--- src/rtl/sam_pkg.sv ---
package sam_pkg;
  localparam int CW_W    = 32;  // control word width
  localparam int ADR_W   = 7;   // address bits 7:1
  localparam int MSK_W   = 3;   // mask code width
  localparam int EN_POS  = 15;  // enable bit position
  localparam int MSK_LO  = 8;   // mask code lsb
  localparam int ADR_LO  = 1;   // address lsb
  localparam int RSV_W   = 4;   // upper bits that mark reserved addresses

  typedef struct packed {
    logic             en;
    logic [MSK_W-1:0] msk;
    logic [ADR_W-1:0] adr;
  } sam_cfg_t;
endpackage

--- src/rtl/sam_wr_gate.sv ---
module sam_wr_gate #(
  parameter int WR_LAT = 3
) (
  input  logic clk,
  input  logic rst,
  input  logic bus_sel,
  input  logic bus_wr,
  output logic bus_ready,
  output logic wr_fire
);
  localparam int CNT_W = (WR_LAT < 1) ? 1 : $clog2(WR_LAT + 1);

  generate
    if (WR_LAT == 0) begin : g_nolat
      assign bus_ready = 1'b1;
      assign wr_fire   = bus_sel & bus_wr;
    end else begin : g_lat
      logic [CNT_W-1:0] pend_q;
      logic             busy;
      assign busy      = (pend_q != '0);
      assign bus_ready = ~(bus_sel & bus_wr & busy);
      assign wr_fire   = bus_sel & bus_wr & ~busy;

      always_ff @(posedge clk) begin
        if (rst)
          pend_q <= '0;
        else if (wr_fire)
          pend_q <= CNT_W'(WR_LAT);
        else if (busy)
          pend_q <= pend_q - 1'b1;
      end
    end
  endgenerate
endmodule

--- src/rtl/sam_regfile.sv ---
module sam_regfile
  import sam_pkg::*;
(
  input  logic            clk,
  input  logic            rst,
  input  logic            wr_fire,
  input  logic [CW_W-1:0] wdata,
  output sam_cfg_t        cfg
);
  sam_cfg_t cfg_q;
  assign cfg = cfg_q;

  always_ff @(posedge clk) begin
    if (rst) begin
      cfg_q <= '0;
    end else if (wr_fire) begin
      cfg_q.en <= wdata[EN_POS];
      // fields frozen while the previously held enable is set
      if (!cfg_q.en) begin
        cfg_q.msk <= wdata[MSK_LO +: MSK_W];
        cfg_q.adr <= wdata[ADR_LO +: ADR_W];
      end
    end
  end
endmodule

--- src/rtl/sam_matcher.sv ---
module sam_matcher
  import sam_pkg::*;
(
  input  logic             clk,
  input  logic             rst,
  input  logic             stb,
  input  logic [ADR_W-1:0] rx,
  input  sam_cfg_t         cfg,
  output logic             hit_q
);
  logic [ADR_W-1:0] miss;
  logic             eq, rsv, hit_d;

  // index i holds address bit i+1; mask code n ignores indices below n
  generate
    for (genvar i = 0; i < ADR_W; i++) begin : g_bit
      logic care;
      assign care    = (MSK_W'(i) >= cfg.msk) || (i >= (1 << MSK_W));
      assign miss[i] = care & (rx[i] ^ cfg.adr[i]);
    end
  endgenerate

  assign eq    = (miss == '0);
  assign rsv   = (rx[ADR_W-1 -: RSV_W] == '0) || (rx[ADR_W-1 -: RSV_W] == '1);
  assign hit_d = cfg.en & eq & ~((cfg.msk != '0) & rsv);

  always_ff @(posedge clk) begin
    if (rst)
      hit_q <= 1'b0;
    else if (stb)
      hit_q <= hit_d;
  end
endmodule

--- src/rtl/sec_addr_match.sv ---
module sec_addr_match
  import sam_pkg::*;
#(
  parameter int WR_LAT = 3
) (
  input  logic             clk,
  input  logic             rst,
  input  logic             reg_sel,
  input  logic             reg_wr,
  input  logic [CW_W-1:0]  reg_wdata,
  output logic [CW_W-1:0]  reg_rdata,
  output logic             reg_ready,
  input  logic             rx_stb,
  input  logic [ADR_W-1:0] rx_addr,
  output logic             match_o
);
  sam_cfg_t cfg;
  logic     wr_fire;

  sam_wr_gate #(.WR_LAT(WR_LAT)) u_gate (
    .clk(clk), .rst(rst), .bus_sel(reg_sel), .bus_wr(reg_wr),
    .bus_ready(reg_ready), .wr_fire(wr_fire)
  );

  sam_regfile u_regs (
    .clk(clk), .rst(rst), .wr_fire(wr_fire), .wdata(reg_wdata), .cfg(cfg)
  );

  sam_matcher u_match (
    .clk(clk), .rst(rst), .stb(rx_stb), .rx(rx_addr), .cfg(cfg), .hit_q(match_o)
  );

  always_comb begin
    reg_rdata                      = '0;
    reg_rdata[EN_POS]              = cfg.en;
    reg_rdata[MSK_LO +: MSK_W]     = cfg.msk;
    reg_rdata[ADR_LO +: ADR_W]     = cfg.adr;
  end
endmodule

--- config.mk ---
export PLATFORM = sky130hd
export DESIGN_NAME = sec_addr_match
export DESIGN_NICKNAME = d
export VERILOG_FILES = /design/src/rtl/sam_pkg.sv /design/src/rtl/sam_wr_gate.sv /design/src/rtl/sam_regfile.sv /design/src/rtl/sam_matcher.sv /design/src/rtl/sec_addr_match.sv
export SDC_FILE = /design/constraint.sdc
export NUM_CORES = 1
export LEC_CHECK = 0
export BUFFER_PORTS_ARGS = -buffer_cell sky130_fd_sc_hd__buf_2
export CAP_MARGIN = 20
export CORE_AREA = 2 2 52 54
export DETAILED_ROUTE_END_ITERATION = 10
export DIE_AREA = 0 0 54 56
export PLACE_DENSITY = 0.75
export SYNTH_ARGS = -nofsm -noshare
export SYNTH_HDL_FRONTEND = slang
export SYNTH_SLANG_ARGS = --single-unit
--- constraint.sdc ---
create_clock -name clk -period 1.8 [get_ports clk]
set_input_delay 0.36 -clock clk [delete_from_list [all_inputs] [get_ports clk]]
set_output_delay 0.36 -clock clk [all_outputs]
set_load 0.01 [all_outputs]
# == Word level (Yosys, flattened, before mapping) ==
# Index checks and enable logic that the tools add are counted.
# Widths: inputs -> output; s select.
# op_classes
reduce_logical,7
add_sub_neg,1
magnitude_cmp,7
n_mux,2
bitwise,24
eq_ne,1
# ops
cell,n
$and 1x1->1,13
$ge 3x3->1 const A,3
$logic_not 7->1,1
$xor 1x1->1,7
$ge 1x3->1 const A,2
$ge 2x3->1 const A,2
$eq 4x4->1 const B,1
$logic_not 4->1,1
$mux 2,2
$not 1->1,4
$reduce_bool 2->1,2
$reduce_bool 3->1,1
$reduce_and 2->1,1
$sub 2x1->2 const B,1
$logic_or 1x1->1,1
# word_totals
out_inout_bits,34
register_bits,14

# == Depth between registers and ports, before layout ==
# depth
ltp_word,5
ltp_mapped,7
depth_no_buf,6

# == Hierarchy ==
# A second synthesis with hierarchy kept.
# unflattened
hier_cells,109
hier_area_um2,994.7
# by_module_without_submodules
module,area_each_um2,instances,seq_area_each_um2,cells_per_inst
sam_regfile,520.5,1,220.2,49
sam_matcher,180.2,1,20.0,25
sec_addr_match,161.4,1,0.0,22
sam_wr_gate,132.6,1,40.0,13

# == Least setup slack after synthesis ==
# No wires, ideal clock.
# synth_path
path_type,register to register
startpoint,reg u_gate.g_lat.pend_q[0]
endpoint,reg u_regs.cfg_q (netlist bit u_regs.cfg[0])
t_required_ps,1668
arrival_ps,1286
path_slack_ps,382
stages_incl_launch_ff,8
synth_period_minus_slack_ps,1418
cell_sequence,dfxtp_1 inv_1 ha_1 nand3_1 or2_2 clkbuf_1 nand2_1 a21oi_1
# synth_via
elab_chain_len,4
# synth_rtl
item,line,text
from (decl),sam_wr_gate.sv:18,logic [CNT_W-1:0] pend_q;
from (signal assigned),sam_wr_gate.sv:28,pend_q <= CNT_W'(WR_LAT);
from (signal assigned),sam_wr_gate.sv:30,pend_q <= pend_q - 1'b1;
$reduce_bool 2->1,sam_wr_gate.sv:20,assign busy = (pend_q != '0);
$not 1->1,sam_wr_gate.sv:22,assign wr_fire = bus_sel & bus_wr & ~busy;
$and 1x1->1,sam_wr_gate.sv:22,
$reduce_and 2->1 (no line),-,
to (decl),sam_regfile.sv:10,sam_cfg_t cfg_q;
# No other way between the ends.
# A chain may end at the register's enable or synchronous reset.

# == Worst setup path after layout ==
# layout_path
startpoint,reg u_gate.g_lat.pend_q[0]
endpoint,out reg_ready
# layout_via
elab_chain_len,3
# layout_rtl
item,line,text
$reduce_bool 2->1,sam_wr_gate.sv:20,
$and 1x1->1,sam_wr_gate.sv:21,assign bus_ready = ~(bus_sel & bus_wr & busy);
$not 1->1,sam_wr_gate.sv:21,
to (decl),sec_addr_match.sv:12,"output logic reg_ready,"
# No other way between the ends.

==> flow_summary.json <==
{
  "grt_max_degree": 16,
  "clkSlewWorstSetupHoldPaths_ns": 0.08,
  "cp-endpoint": "reg_ready",
  "grt_use_met3": 0.0403,
  "postRouteWirelength_microns": 1600,
  "gp_congestion": 0.685,
  "drv_slew": 0,
  "synthDominantAreaCellType": "dfxtp_1",
  "average_vias_per_placed_instance": 4.34,
  "rsz0062_at_grt": "false",
  "grt_pass1_wl_microns": 2570,
  "syn_area_sq_um": 832,
  "setup.worst_path.start": "u_gate.g_lat.pend_q[0]",
  "die_area_sq_um": 3020,
  "dr_total_vias": 760,
  "io-pin-count": 78,
  "synth_commonest_cells": "nand2_1, buf_4, a21oi_1, dfxtp_1",
  "cts-buffers-inserted": 3,
  "seq_area_sq_um": 280,
  "r2r_slack_ns": 0.36,
  "maxCapViolCount": 0,
  "cts_repair_resize_count": 0,
  "fin_tns_setup_ns": 0,
  "timing.rr.start": "u_regs.cfg[9]",
  "global_route.usage.met1": 0.140,
  "crit_type": "reg -> out",
  "layout-drive-gt1-share": 0.310,
  "globalRouteOverflowTotal": 0,
  "status": "complete, no violations",
  "ant_diodes": 0,
  "yosys_most_used_dff": "dfxtp_1",
  "cts_tree": "done",
  "post_cts.repair.setup_buffers": 0,
  "stdcell_area_sq_um": 1000,
  "r2r-end": "u_match.hit_q",
  "die_y_microns": 56,
  "final.fill_count": 266,
  "multi_input_comb_area_sq_um": 457,
  "post_detailed_placement_cell_area_sq_um": 962,
  "routed_wire_length_per_instance_microns": 9.13,
  "final_min_period_over_clock_period": 0.937,
  "cts_buffer_depth": 2,
  "ys_warn_count": 0,
  "first_global_vias": 634,
  "timing.critical_path.arrival_ns": 1.33,
  "fmax_mhz": 593,
  "main_area_contributors_after_synthesis": "dfxtp_1, buf_4, nand2_1",
  "final-setup-viol-count": 0,
  "start_util": 0.342,
  "hold_path_class": "in -> reg",
  "place.port_buffers": 35,
  "synth.top_cell.area_share": 0.337,
  "initial_antenna_violation_count": 0,
  "dp_hpwl_microns": 1310,
  "globalRouteMet2Util": 0.171,
  "drt_first_iter_violations": 4,
  "power.ir.vdd_worst_uv": 573,
  "placementRows": 18,
  "worst-endpoint-required_ns": 1.44,
  "area.growth.synth_to_final_pct": 20.3,
  "core_sq_um": 2430,
  "globalRoute.busiestLayer": "met2",
  "num-nets-final": 191,
  "ys_seq_area_frac": 0.337,
  "syn_area_per_cell_sq_um": 7.70,
  "report.final.hold_viol_count": 0,
  "worst_clock_skew_ns": 0.00294,
  "netlist_instances": 108,
  "clock_insertion_delay_at_the_later_pin_of_the_skew_report_ns": 0.27,
  "worstSetupEndpointType": "output port",
  "postRouteAntennaNets": 0,
  "clock_tree.root_cell": "clkbuf_4",
  "power.density_cell_area_nw_per_um2": 925,
  "register_bit_total_from_synthesis": 14,
  "startpoint_type": "flip-flop",
  "number_of_enable_flip_flop_cells_after_synthesis": 0,
  "critical_path.max_fanout": 6,
  "async_reset_ff_frac": 0,
  "first_pass_iters": 4,
  "ctsHtreeMaxLevel": 1,
  "cts_num_sinks": 14,
  "route.detailed.drc": 0,
  "yosys.cell_types.count": 25,
  "cts_hold_buffers": 0,
  "leakage_nw": 0.483,
  "die_boundary_width_microns": 54,
  "global_route.usage.total": 0.112,
  "yosys.cell_count.top_type": "nand2_1",
  "layout_min_cycle_time_ns": 1.69,
  "worst-r2r-cell-count": 4
}
## layout make-up
class | instances | share of cell area
clock buffer | 4 | 0.0363
timing repair buffer | 36 | 0.182
sequential | 14 | 0.280
tap | 30 | 0.0375
multi-input combinational | 89 | 0.456
inverter | 2 | 0.00750
## layer usage
layer	wire [microns]	vias up
li1	-	394
met1	701	326
met2	696	38
met3	193	2
met4	6	0
met5	0	-
## metrics by stage
| stage | hold WS (ns) | utilization | setup slack [ns] | power, mW | instances |
|---|---|---|---|---|---|
| after floorplan | 0.429 | - | 0.382 | 0.648 | 128 |
| after CTS | 0.308 | 0.410 | 0.0487 | 0.933 | 175 |
| after global routing | 0.313 | 0.412 | 0.0284 | 1.01 | 175 |
| after detailed placement | 0.453 | 0.396 | 0.247 | 0.713 | 171 |
| final | 0.317 | 0.412 | 0.113 | 0.926 | 175 |
| after global placement | 0.453 | 0.396 | 0.260 | 0.709 | 171 |
## cells in the final DEF (no fill, tap or decap), types with 2 or more instances in the layout
cell type | netlist | layout
nor2_1 | 6 | 6
a31oi_1 | 2 | 2
clkbuf_4 | 0 | 3
inv_1 | 2 | 2
xnor2_1 | 6 | 6
nand2_1 | 22 | 22
o21ai_0 | 2 | 2
or2_2 | 2 | 2
a21oi_1 | 15 | 15
conb_1 | 1 | 21
buf_2 | 0 | 35
dfxtp_1 | 14 | 14
## state kept, by name, summed over array words and instances (netlist names)
name and cells:
u_regs.cfg 11, u_match.hit_q 1, u_gate.g_lat.pend_q 2
## where the power goes
group	switching, mW	internal, mW
combinational	0.174	0.140
clock	0.0929	0.123
sequential	0.0419	0.355
total	0.309	0.618
## kinds of logic after synthesis
kind of cell,after synthesis,synth area share
flip-flops,14,0.337
multiplexers,1,0.0120
AO/OA/AOI/OAI,22,0.149
XOR/XNOR,7,0.0737
buffers and inverters,25,0.208
AND/OR/NAND/NOR,37,0.202
other,1,0.00451
adder cells (fa/ha/maj),1,0.0150
## worst min-delay path by stage
stage                        from        endpoint  cells after the start  slack [ns]
finish              reg_wdata[15]  u_regs.cfg[10]                      3        0.32
global route         reg_wdata[1]   u_regs.cfg[0]                      3        0.31
CTS                 reg_wdata[15]  u_regs.cfg[10]                      3        0.31
detailed placement  u_match.hit_q   u_match.hit_q                      1        0.45
global placement    u_match.hit_q   u_match.hit_q                      1        0.45
floorplan                     rst   u_regs.cfg[1]                      1        0.43
## worst max-delay path, stage by stage, from the launching register on
cell	delay (ns)
dfxtp_1	0.36
inv_1	0.06
ha_2	0.21
or2_2	0.29
buf_2	0.14
Power figures use the tool's default switching activity.
